--- src/rtl/bm_dma_pkg.sv ---
package bm_dma_pkg;

    typedef enum logic [1:0] {
        CH_IDLE   = 2'd0,
        CH_ACTIVE = 2'd1,
        CH_HELD   = 2'd2
    } ch_state_t;

    localparam int REG_W      = 8;
    localparam int CMD_START  = 0;
    localparam int CMD_DIR    = 3;
    localparam int STS_ACTIVE = 0;
    localparam int STS_INTR   = 2;
    localparam int CMD_OFS    = 0;
    localparam int STS_OFS    = 2;

endpackage

--- src/rtl/bm_dma_chan.sv ---
module bm_dma_chan
    import bm_dma_pkg::*;
(
    input  logic             clk,
    input  logic             rst_n,
    input  logic             bm_enable,
    input  logic             cmd_wr,
    input  logic             sts_wr,
    input  logic [REG_W-1:0] wdata,
    input  logic             drv_done,
    output logic [REG_W-1:0] cmd_rd,
    output logic [REG_W-1:0] sts_rd,
    output logic             start_pulse,
    output logic             dir_write,
    output logic             active,
    output logic             abort_pulse
);

    ch_state_t state, state_nx;
    logic      intr;
    logic      stop_wr, go_wr;

    assign stop_wr = cmd_wr && !wdata[CMD_START];
    assign go_wr   = cmd_wr &&  wdata[CMD_START];

    always_ff @(posedge clk) begin
        if (!rst_n) state <= CH_IDLE;
        else        state <= state_nx;
    end

    always_comb begin
        state_nx = state;
        unique case (state)
            CH_IDLE: begin
                if (go_wr) state_nx = bm_enable ? CH_ACTIVE : CH_HELD;
            end
            CH_ACTIVE: begin
                if (drv_done)     state_nx = stop_wr ? CH_IDLE : CH_HELD;
                else if (stop_wr) state_nx = CH_IDLE;
            end
            CH_HELD: begin
                if (stop_wr) state_nx = CH_IDLE;
            end
            default: state_nx = CH_IDLE;
        endcase
    end

    always_ff @(posedge clk) begin
        if (!rst_n) begin
            start_pulse <= 1'b0;
            abort_pulse <= 1'b0;
            intr        <= 1'b0;
            dir_write   <= 1'b0;
        end else begin
            start_pulse <= (state == CH_IDLE) && (state_nx == CH_ACTIVE);
            abort_pulse <= (state == CH_ACTIVE) && stop_wr && !drv_done && !intr;
            if ((state == CH_ACTIVE) && drv_done)
                intr <= 1'b1;
            else if (sts_wr && wdata[STS_INTR])
                intr <= 1'b0;
            if (cmd_wr && (state != CH_ACTIVE))
                dir_write <= wdata[CMD_DIR];
        end
    end

    assign active = (state == CH_ACTIVE);

    always_comb begin
        cmd_rd             = '0;
        cmd_rd[CMD_START]  = (state != CH_IDLE);
        cmd_rd[CMD_DIR]    = dir_write;
        sts_rd             = '0;
        sts_rd[STS_ACTIVE] = active;
        sts_rd[STS_INTR]   = intr;
    end

    // a launch pulse lasts one cycle and coincides with active rising
    p_pulse_single_r3: assert property (@(posedge clk) disable iff (!rst_n)
        start_pulse |=> !start_pulse);
    p_pulse_active_r3: assert property (@(posedge clk) disable iff (!rst_n)
        start_pulse |-> active);
    // no launch without the enable in the write cycle
    p_launch_gate_r5: assert property (@(posedge clk) disable iff (!rst_n)
        start_pulse |-> $past(bm_enable));
    // hardware never clears the start bit by itself
    p_no_self_clear_r6: assert property (@(posedge clk) disable iff (!rst_n)
        (cmd_rd[CMD_START] && !cmd_wr) |=> cmd_rd[CMD_START]);
    // an abort leaves the channel stopped and idle
    p_abort_stops_r8: assert property (@(posedge clk) disable iff (!rst_n)
        abort_pulse |-> (!active && !cmd_rd[CMD_START] && !sts_rd[STS_INTR]));
    // direction stays steady through a transfer
    p_dir_steady_r10: assert property (@(posedge clk) disable iff (!rst_n)
        (active && $past(active)) |-> $stable(dir_write));

endmodule

--- src/rtl/bm_dma_ctrl.sv ---
module bm_dma_ctrl
    import bm_dma_pkg::*;
#(
    parameter int NUM_CH  = 2,
    parameter int ADDR_W  = 4,
    parameter int CH_SPAN = 8
) (
    input  logic              clk,
    input  logic              rst_n,
    input  logic              bm_enable,
    input  logic              reg_wr,
    input  logic [ADDR_W-1:0] reg_addr,
    input  logic [REG_W-1:0]  reg_wdata,
    output logic [REG_W-1:0]  reg_rdata,
    input  logic [NUM_CH-1:0] drv_done,
    output logic [NUM_CH-1:0] start_pulse,
    output logic [NUM_CH-1:0] dir_write,
    output logic [NUM_CH-1:0] active,
    output logic [NUM_CH-1:0] abort_pulse
);

    logic [REG_W-1:0] cmd_rd [NUM_CH];
    logic [REG_W-1:0] sts_rd [NUM_CH];
    logic [NUM_CH-1:0] hit_cmd, hit_sts;

    for (genvar i = 0; i < NUM_CH; i++) begin : g_ch
        localparam logic [ADDR_W-1:0] CMD_A = ADDR_W'(i * CH_SPAN + CMD_OFS);
        localparam logic [ADDR_W-1:0] STS_A = ADDR_W'(i * CH_SPAN + STS_OFS);

        assign hit_cmd[i] = (reg_addr == CMD_A);
        assign hit_sts[i] = (reg_addr == STS_A);

        bm_dma_chan u_chan (
            .clk         (clk),
            .rst_n       (rst_n),
            .bm_enable   (bm_enable),
            .cmd_wr      (reg_wr && hit_cmd[i]),
            .sts_wr      (reg_wr && hit_sts[i]),
            .wdata       (reg_wdata),
            .drv_done    (drv_done[i]),
            .cmd_rd      (cmd_rd[i]),
            .sts_rd      (sts_rd[i]),
            .start_pulse (start_pulse[i]),
            .dir_write   (dir_write[i]),
            .active      (active[i]),
            .abort_pulse (abort_pulse[i])
        );
    end

    always_comb begin
        reg_rdata = '0;
        for (int i = 0; i < NUM_CH; i++) begin
            if (hit_cmd[i]) reg_rdata = cmd_rd[i];
            if (hit_sts[i]) reg_rdata = sts_rd[i];
        end
    end

    // reserved command bits always read zero
    p_reserved_zero_r2: assert property (@(posedge clk) disable iff (!rst_n)
        (|hit_cmd) |-> (reg_rdata[7:4] == 4'h0 && reg_rdata[2:1] == 2'b00));

endmodule

--- config.mk ---
export PLATFORM = sky130hd
export DESIGN_NAME = bm_dma_ctrl
export DESIGN_NICKNAME = d
export VERILOG_FILES = /design/src/rtl/bm_dma_pkg.sv /design/src/rtl/bm_dma_chan.sv /design/src/rtl/bm_dma_ctrl.sv
export SDC_FILE = /design/constraint.sdc
export NUM_CORES = 1
export LEC_CHECK = 0
export BUFFER_PORTS_ARGS = -buffer_cell sky130_fd_sc_hd__buf_2
export CORE_UTILIZATION = 45
export CTS_CLUSTER_DIAMETER = 120
export DETAILED_ROUTE_END_ITERATION = 10
export PLACE_DENSITY = 0.82
export SLEW_MARGIN = 0
export SYNTH_ARGS = -nofsm -noshare
export SYNTH_HDL_FRONTEND = slang
export SYNTH_HIERARCHICAL = 1
export SYNTH_SLANG_ARGS = --single-unit
--- constraint.sdc ---
create_clock -name clk -period 2 [get_ports clk]
set_input_delay 0.4 -clock clk [delete_from_list [all_inputs] [get_ports clk]]
set_output_delay 0.4 -clock clk [all_outputs]
set_load 0.02 [all_outputs]
==> flow_metrics.tcl, run 1 <==
set metrics [dict create \
    synth_fa_ha_area_frac 0 \
    synthXorXnorAreaFrac 0 \
    rsz0062_at_grt "no" \
    die-area_mm2 0.00267 \
    p_clk_frac 0.362 \
    layout-drive-gt1-share 0.246 \
    r2r_end "g_ch[1].u_chan/abort_pulse" \
    reg2regPathDepth 3 \
    seq_area_frac_synth 0.216 \
    grt.total_usage 0.149 \
    power.internal_w 0.000393 \
    nets 186 \
    p_leak_nw 0.523 \
    gp_congestion 0.772 \
    grt_first_pass_wirelength_mm 2.93 \
    ir_drop_mv 0.353 \
    post-route-period-util 0.935 \
    ctsHtreeMaxLevel 1 \
    clockBufferDepth 2 \
    post-cts-setup-buffers 0 \
    diodes 0 \
    wl_per_cell_um 9.29 \
    hold_viol 0 \
    switching_share 0.283 \
    tritoncts "done" \
    pre_cts_slack_ns 0.228 \
    muxShareOfSynthArea 0.0180 \
    synth-simple-area-share 0.279 \
    grt_max_degree 29 \
    status "complete, no violations" \
    cts_sinks 12 \
    ys_seq_elements 12 \
    setup_ws_ns 0.131 \
    n_fill_cell 234 \
    p_per_area_mw_per_mm2 479 \
    worst-path-max-fanout 3 \
    setup_viol 0 \
    die_h_um 51.7 \
    fin_crit_ns 1.87 \
    synth_compound_area_frac 0.191 \
    placed_cells 191 \
    clk_latency_ns 0.28 \
    die_w_um 51.7 \
    power_frac_seq 0.442 \
    ctsHoldBuffers 0 \
    grt_pass1_vias 719 \
    post_cts_resize_count 0 \
    syn-cell-area_mm2 0.00111 \
    fin_total_pwr_w 0.000549 \
    multi_input_area_um2 633 \
    worst_ep_arrival_time_ns 1.47 \
    hp-start "reg_wdata[3]" \
    grt-ovfl-total 0 \
    avgSynthCellArea_um2 7.56 \
    yosysWarnings 6 \
    crit_type "reg2out" \
    fmax_ghz 0.535 \
    drc_errors 0 \
    rrSetupSlack_ns 1.07 \
    viasPerCell 4.55 \
    hpwl_mm 1.43 \
    slew_violations 0 \
    hp-class "in2reg" \
    regArea_um2 240 \
    skew_ns 0.00218 \
    pwr-share-comb 0.196 \
    whs_endpoint "g_ch[1].u_chan/dir_write" \
    grt_antenna_before_repair 0 \
    clk_pin_slew_ns 0.08 \
    p_sw_w 0.000155 \
    cts_buffers 3 \
    r2r-start "g_ch[1].u_chan/state[0]" \
    required_ns 1.60 \
    routed_wl_mm 1.81 \
    syn2layout_area_growth_pct 3.04 \
    worstSetupEndpointType "output port" \
    dr.pass1.iters 4 \
    rows 17 \
    drv_cap 0 \
    stdcell_count 195 \
    initial_core_util 0.488 \
    core-area_mm2 0.00228 \
    synthDistinctLibCells 26 \
    vias 887 \
    synth_cells 147 \
    pin_count 34 \
    tns_ns 0 \
    hold_depth 3 \
    cts_root_buf "clkbuf_4" \
    drt_iter0_drc 24 \
    io_buffers 28 \
    ant_nets 0 \
    synth_top_family_by_area "buffers and inverters" \
    cp-start-kind "flip-flop" \
]
[worst max path at each step]
| stage | from | end | slack (ns) | cells past startpoint |
|---|---|---|---|---|
| 6_report | g_ch[1].u_chan/state[1] | reg_rdata[0] | 0.13 | 6 |
| 5_1_grt | g_ch[0].u_chan/state[1] | reg_rdata[0] | 0.03 | 6 |
| 4_1_cts | g_ch[1].u_chan/state[1] | reg_rdata[0] | 0.12 | 6 |
| 3_5_place_dp | reg_addr[3] | reg_rdata[3] | 0.23 | 4 |
| 3_3_place_gp | reg_addr[3] | reg_rdata[3] | 0.23 | 4 |
| 2_1_floorplan | g_ch[0].u_chan/state[0] | reg_rdata[0] | 0.41 | 5 |
[final cells by class]
| cell class | count | area share |
|---|---|---|
| clock buffers | 4 | 0.0317 |
| well taps | 28 | 0.0306 |
| repair buffers | 30 | 0.136 |
| inverters | 12 | 0.0393 |
| multi-input cells | 109 | 0.553 |
| flip-flops and latches | 12 | 0.210 |
[power groups by stage]
stage                     Sequential, W  Combinational (W)  Clock, W
after floorplan                0.000249           0.000112         0
after detailed placement       0.000248           0.000107         0
after global routing           0.000243           0.000122  0.000216
final                          0.000243           0.000107  0.000198
after CTS                      0.000243           0.000107  0.000205
after global placement         0.000248           0.000106         0
[stage by stage]
stage                util  cell area, um^2  hold slack, ns
CTS                 0.503             1140           0.358
detailed placement  0.487             1110           0.465
global placement    0.487             1110           0.463
global route        0.503             1140           0.365
floorplan               -             1190           0.454
finish              0.503             1140           0.367
[metal layers]
layer	track usage	share of wire	wire, um
met5	0	0	0
met4	0.0405	0.012	21
met3	0.0614	0.068	124
met2	0.225	0.45	812
met1	0.194	0.47	853
[state kept, by name, indices dropped and copies added (netlist names)]
name,cells
g_ch.u_chan/start_pulse,2
g_ch.u_chan/dir_write,2
g_ch.u_chan/abort_pulse,2
g_ch.u_chan/intr,2
g_ch.u_chan/state,4
[placed cells by master (no fill, tap or decap), types with 3 or more instances in the layout]
cell       n
nand2_1   15
nand2b_1   6
buf_2     28
o21ai_1    4
clkbuf_4   3
conb_1    24
dfxtp_1   12
o21ai_0   14
nor2_1    14
inv_1     12
a32o_1     8
[logic make-up (layout without fill, tap and decap cells)]
logic type	after synthesis	count (layout)
muxes	2	2
other	2	24
and+or+nand+nor	51	51
AOI/OAI and AO/OA	32	32
buffers and inverters	48	46
DFF	12	12
[worst max-delay path, cell delays in order, from the launching register on]
cell and delay, ns:
dfxtp_1 0.34, nor2_1 0.21, inv_1 0.07, nand2_1 0.06, o21ai_0 0.07, a32o_1 0.28, buf_2 0.16
[cell usage after synthesis]
master	count	area, um^2
nor3_1	1	5.00
nand2_1	15	56.3
dfxtp_1	12	240
inv_1	12	45.0
conb_1	2	7.51
nor2b_4	2	27.5
buf_6	2	22.5
mux2i_1	2	20.0
a32o_1	8	80.1
nor2_4	1	11.3
o21ai_1	4	20.0
nand2b_4	2	27.5
nor2_1	14	52.6
a22oi_1	2	15.0
and3_1	1	6.26
buf_2	1	5.00
nor4_4	2	42.5
a221oi_1	2	17.5
nand3_1	2	10.0
o21ai_0	14	70.1
nor3b_1	2	15.0
and2_1	1	6.26
nor2b_1	2	12.5
a21oi_1	2	10.0
nand2b_1	6	37.5
buf_4	33	248
No activity file was read; power rests on OpenSTA's default activity.
==> run 2, diff against run 1 <==
--- a/config.mk
+++ b/config.mk
@@ -10,6 +10,7 @@
 export CTS_CLUSTER_DIAMETER = 120
 export DETAILED_ROUTE_END_ITERATION = 10
 export PLACE_DENSITY = 0.82
+export RECOVER_POWER = 25
 export SLEW_MARGIN = 0
 export SYNTH_ARGS = -nofsm -noshare
 export SYNTH_HDL_FRONTEND = slang
==> run 2 against run 1 <==
Against the previous run:
- via count is 0.56% higher
- worst setup slack better by 0.0012 ns
- sequential share of layout area is 0.28 points higher
- largest cell class unchanged
==> flow_metrics.tcl, run 2 (synthesized netlist as in run 1, its figures left out) <==
set metrics [dict create \
    status "complete, no violations" \
    pre_cts_slack_ns 0.228 \
    drv_cap 0 \
    grt.total_usage 0.149 \
    p_leak_nw 0.496 \
    grt_max_degree 29 \
    fin_total_pwr_w 0.000546 \
    syn2layout_area_growth_pct 1.69 \
    slew_violations 0 \
    required_ns 1.60 \
    fmax_ghz 0.535 \
    rsz0062_at_grt "no" \
    drt_iter0_drc 20 \
    pin_count 34 \
    ant_nets 0 \
    cts_root_buf "clkbuf_4" \
    diodes 0 \
    ctsHoldBuffers 0 \
    drc_errors 0 \
    hold_viol 0 \
    tns_ns 0 \
    clk_latency_ns 0.28 \
    fin_crit_ns 1.87 \
    rrSetupSlack_ns 1.07 \
    worstSetupEndpointType "output port" \
    dr.pass1.iters 4 \
    tritoncts "done" \
    setup_ws_ns 0.132 \
    largest_reg_flops 4 \
    routed_wl_mm 1.81 \
    core-area_mm2 0.00228 \
    gp_congestion 0.772 \
    clockBufferDepth 2 \
    grt_antenna_before_repair 0 \
    cp-start-kind "flip-flop" \
    layout-drive-gt1-share 0.204 \
    post_cts_resize_count 0 \
    nets 186 \
    worst_ep_arrival_time_ns 1.47 \
    viasPerCell 4.57 \
    grt_first_pass_wirelength_mm 2.93 \
    ir_drop_mv 0.351 \
    hpwl_mm 1.43 \
    final_cell_mix "conb_1 (24), buf_2 (22), nor2_1 (15), nand2_1 (15), o21ai_0 (14)" \
    p_per_area_mw_per_mm2 483 \
    crit_type "reg2out" \
    ctsHtreeMaxLevel 1 \
    grt-ovfl-total 0 \
    clk_pin_slew_ns 0.08 \
    cts_buffers 3 \
    dpl_cell_area_mm2 0.00111 \
    rows 17 \
    io_buffers 28 \
    wl_per_cell_um 9.28 \
    skew_ns 0.00262 \
    grt_pass1_vias 719 \
    worst-path-max-fanout 3 \
    die_w_um 51.7 \
    stdcell_area_mm2 0.00113 \
    initial_core_util 0.488 \
    post-route-period-util 0.934 \
    top_register "g_ch.u_chan/state" \
    holdWs_ns 0.368 \
    layout_commonest_cell "conb_1" \
    die-area_mm2 0.00267 \
    post-cts-setup-buffers 0 \
    die_h_um 51.7 \
    vias 892 \
    setup_viol 0 \
    cts_sinks 12 \
    hp-class "in2reg" \
]
[run 2: cell type report]
class,count,area (um^2)
fill,235,1150
clock buffer,4,36.3
tap,28,35.0
inverter,12,45.0
multi-input combinational,109,626
sequential,12,240
timing repair buffer,30,148
[run 2: worst max-delay path, stage by stage, from the launching register on]
cell	delay [ns]
dfxtp_1	0.34
nor2_1	0.21
inv_1	0.07
nand2_1	0.06
o21ai_0	0.07
a32o_1	0.28
buf_2	0.16
[run 2: stage by stage]
stage                     std cells   util
final                           195  0.496
after global routing            195  0.496
after CTS                       195  0.503
after detailed placement        191  0.487
after global placement          191  0.487
after floorplan                 169      -
[run 2: path summary, 6_finish.rpt]
path                                      to                     start  cells past startpoint
setup / recovery                reg_rdata[0]   g_ch[1].u_chan/state[1]                      6
hold / removal      g_ch[1].u_chan/dir_write              reg_wdata[3]                      3
setup reg to reg  g_ch[1].u_chan/abort_pulse   g_ch[1].u_chan/state[0]                      3
hold reg to reg     g_ch[0].u_chan/dir_write  g_ch[0].u_chan/dir_write                      2
[run 2: power breakdown]
group	leakage [nW]	switching, W	internal [W]	total (W)
logic	0.378	0.0000651	0.0000403	0.000105
clock network	0.0210	0.0000865	0.000111	0.000198
registers	0.0968	0.00000186	0.000241	0.000243
[run 2: per-layer routing]
metal / up-vias / track usage / part of all wire / wire, um
met5: - / 0 / 0 / 0
met1: 385 / 0.194 / 0.48 / 860
met3: 3 / 0.0614 / 0.070 / 126
met2: 28 / 0.225 / 0.44 / 801
li1: 476 / - / - / -
met4: 0 / 0.0405 / 0.012 / 21
==> run 3, diff against run 2 <==
--- a/config.mk
+++ b/config.mk
@@ -9,7 +9,7 @@
 export CORE_UTILIZATION = 45
 export CTS_CLUSTER_DIAMETER = 120
 export DETAILED_ROUTE_END_ITERATION = 10
-export PLACE_DENSITY = 0.82
+export PLACE_DENSITY_LB_ADDON = 0.08
 export RECOVER_POWER = 25
 export SLEW_MARGIN = 0
 export SYNTH_ARGS = -nofsm -noshare
==> constraint.sdc (replaced) <==
create_clock -name clk -period 1.57 [get_ports clk]
set_input_delay 0.314 -clock clk [delete_from_list [all_inputs] [get_ports clk]]
set_output_delay 0.314 -clock clk [all_outputs]
set_load 0.02 [all_outputs]
==> run 3 against run 2 <==
Against the previous run:
- the flow now finishes with violations (setup timing)
- combinational power rose by 50%
- routed wire length rose by 19%
- cell count rose by 6.7%
- clock-buffer cell count did not move
- critical endpoint unchanged
- sequential power rose by 27%
- clock power rose by 23%
- first-iteration DRC count fell by 40%
- clock skew rose by 0.00056 ns
- hold slack got worse by 0.076 ns
- sequential share of layout area fell by 1.8 points
==> flow_metrics.tcl, run 3 (synthesized netlist as in run 1, its figures left out) <==
set metrics [dict create \
    drt_iter0_drc 12 \
    viasPerCell 4.48 \
    stdcell_count 208 \
    die_w_um 51.7 \
    skew_ns 0.00319 \
    initial_core_util 0.488 \
    met1_usage 0.235 \
    p_clk_frac 0.343 \
    multi_input_area_um2 642 \
    grt_max_degree 24 \
    fin_total_pwr_w 0.000711 \
    tns_ns -0.0851 \
    pin_count 34 \
    p_per_area_mw_per_mm2 561 \
    grt_pass1_vias 854 \
    fmax_ghz 0.617 \
    layout_commonest_cell "conb_1" \
    hp-start "reg_wdata[0]" \
    drc_errors 0 \
    cts_root_buf "clkbuf_4" \
    clk_latency_ns 0.27 \
    io_buffers 28 \
    p_leak_nw 0.584 \
    ctsHtreeMaxLevel 1 \
    reg2regPathDepth 4 \
    grt_antenna_before_repair 0 \
    drv_cap 0 \
    worstSetupEndpointType "output port" \
    ant_nets 0 \
    worst_ep_arrival_time_ns 1.31 \
    vias 932 \
    grtUsageMet2 0.292 \
    rrSetupSlack_ns 0.54 \
    crit_type "reg2out" \
    status "complete, but fails checks" \
    hp-class "in2reg" \
    regArea_um2 246 \
    p_sw_w 0.000195 \
    diodes 0 \
    violations "setup timing" \
    grt.total_usage 0.177 \
    top_register "g_ch.u_chan/state" \
    tritoncts "done" \
    ir_drop_mv 0.538 \
    n_fill_cell 239 \
    grt_first_pass_wirelength_mm 3.58 \
    switching_share 0.275 \
    cp_slowest_cell "dfxtp_2" \
    worst-path-max-fanout 3 \
    clockBufferDepth 2 \
    cp-start-kind "flip-flop" \
    dr.pass1.iters 4 \
    largest_reg_flops 4 \
    core-area_mm2 0.00228 \
    cp_top_family "flip-flops" \
    routed_wl_mm 2.15 \
    placed_cells 201 \
    clk_pin_slew_ns 0.08 \
    rsz0062_at_grt "yes" \
    hold_viol 0 \
    r2r-start "g_ch[0].u_chan/state[0]" \
    die-area_mm2 0.00267 \
    setup_ws_ns -0.0512 \
    path_buf_inv 2 \
    cts_sinks 12 \
    die_h_um 51.7 \
    post-route-period-util 1.03 \
    top_usage_layer "met2" \
    slowest_delay_ns 0.35 \
    slew_violations 0 \
    required_ns 1.26 \
    syn2layout_area_growth_pct 14.1 \
    final_cell_mix "conb_1 (24), buf_2 (21), nand2_1 (15), buf_4 (15)" \
    rows 17 \
    cts_buffers 3 \
    holdWs_ns 0.293 \
    crit_path_cell_trace "nor2_4, inv_1, nor2_1, o21ai_0, a32o_2, buf_6" \
    fin_crit_ns 1.62 \
    hold_depth 2 \
    pwr-share-comb 0.223 \
    power_frac_seq 0.435 \
    whs_endpoint "g_ch[1].u_chan/abort_pulse" \
    grt_use_met3 0.0439 \
    grt-ovfl-total 0 \
    gp_congestion 0.854 \
    wl_per_cell_um 10.3 \
    power.internal_w 0.000516 \
    hpwl_mm 1.66 \
    setup_viol 2 \
    layout-drive-gt1-share 0.306 \
    nets 199 \
    r2r_end "g_ch[0].u_chan/abort_pulse" \
    utilization 0.557 \
]
[run 3: per-stage QoR]
step                area [um^2]  worst slack, ns
finish                     1270          -0.0512
global route               1270           -0.141
CTS                        1260          -0.0798
detailed placement         1180         -0.00889
global placement           1180           0.0168
floorplan                  1190           0.0709
[run 3: worst max path at each step]
stage / start / slack [ns] / endpoint / depth (start not counted)
final: g_ch[0].u_chan/state[0] / -0.05 / reg_rdata[0] / 6
after global routing: g_ch[0].u_chan/state[0] / -0.14 / reg_rdata[0] / 6
after CTS: g_ch[0].u_chan/state[1] / -0.08 / reg_rdata[0] / 6
after detailed placement: reg_addr[1] / -0.009 / reg_rdata[3] / 5
after global placement: reg_addr[3] / 0.02 / reg_rdata[3] / 4
after floorplan: g_ch[0].u_chan/state[0] / 0.07 / reg_rdata[0] / 5
[run 3: power by group through the flow]
stage	Sequential [W]	Clock [W]	Combinational, W
floorplan	0.000317	0	0.000142
global placement	0.000316	0	0.000149
detailed placement	0.000316	0	0.000152
CTS	0.000310	0.000253	0.000158
global route	0.000310	0.000278	0.000178
finish	0.000309	0.000244	0.000158
[run 3: layer usage]
layer | vias to the layer above | part of all wire
met2 | 24 | 0.46
li1 | 504 | -
met1 | 404 | 0.50
met4 | 0 | 0
met3 | 0 | 0.042
met5 | - | 0
[run 3: repair_timing]
item | in CTS | in global routing
pin swaps | 3 | 1
cloned | 0 | 0
gates resized for setup | 8 | 7
endpoints found under the hold margin | 0 | 0
hold buffers | 0 | 0
setup endpoints to repair | 4 | 5
buffers inserted | 3 | 0
[run 3: cell type report]
class / count / share of cell area
tap: 28 / 0.0276
sequential: 12 / 0.194
clock buffer: 4 / 0.0286
inverter: 12 / 0.0355
multi-input combinational: 109 / 0.506
timing repair buffer: 43 / 0.207
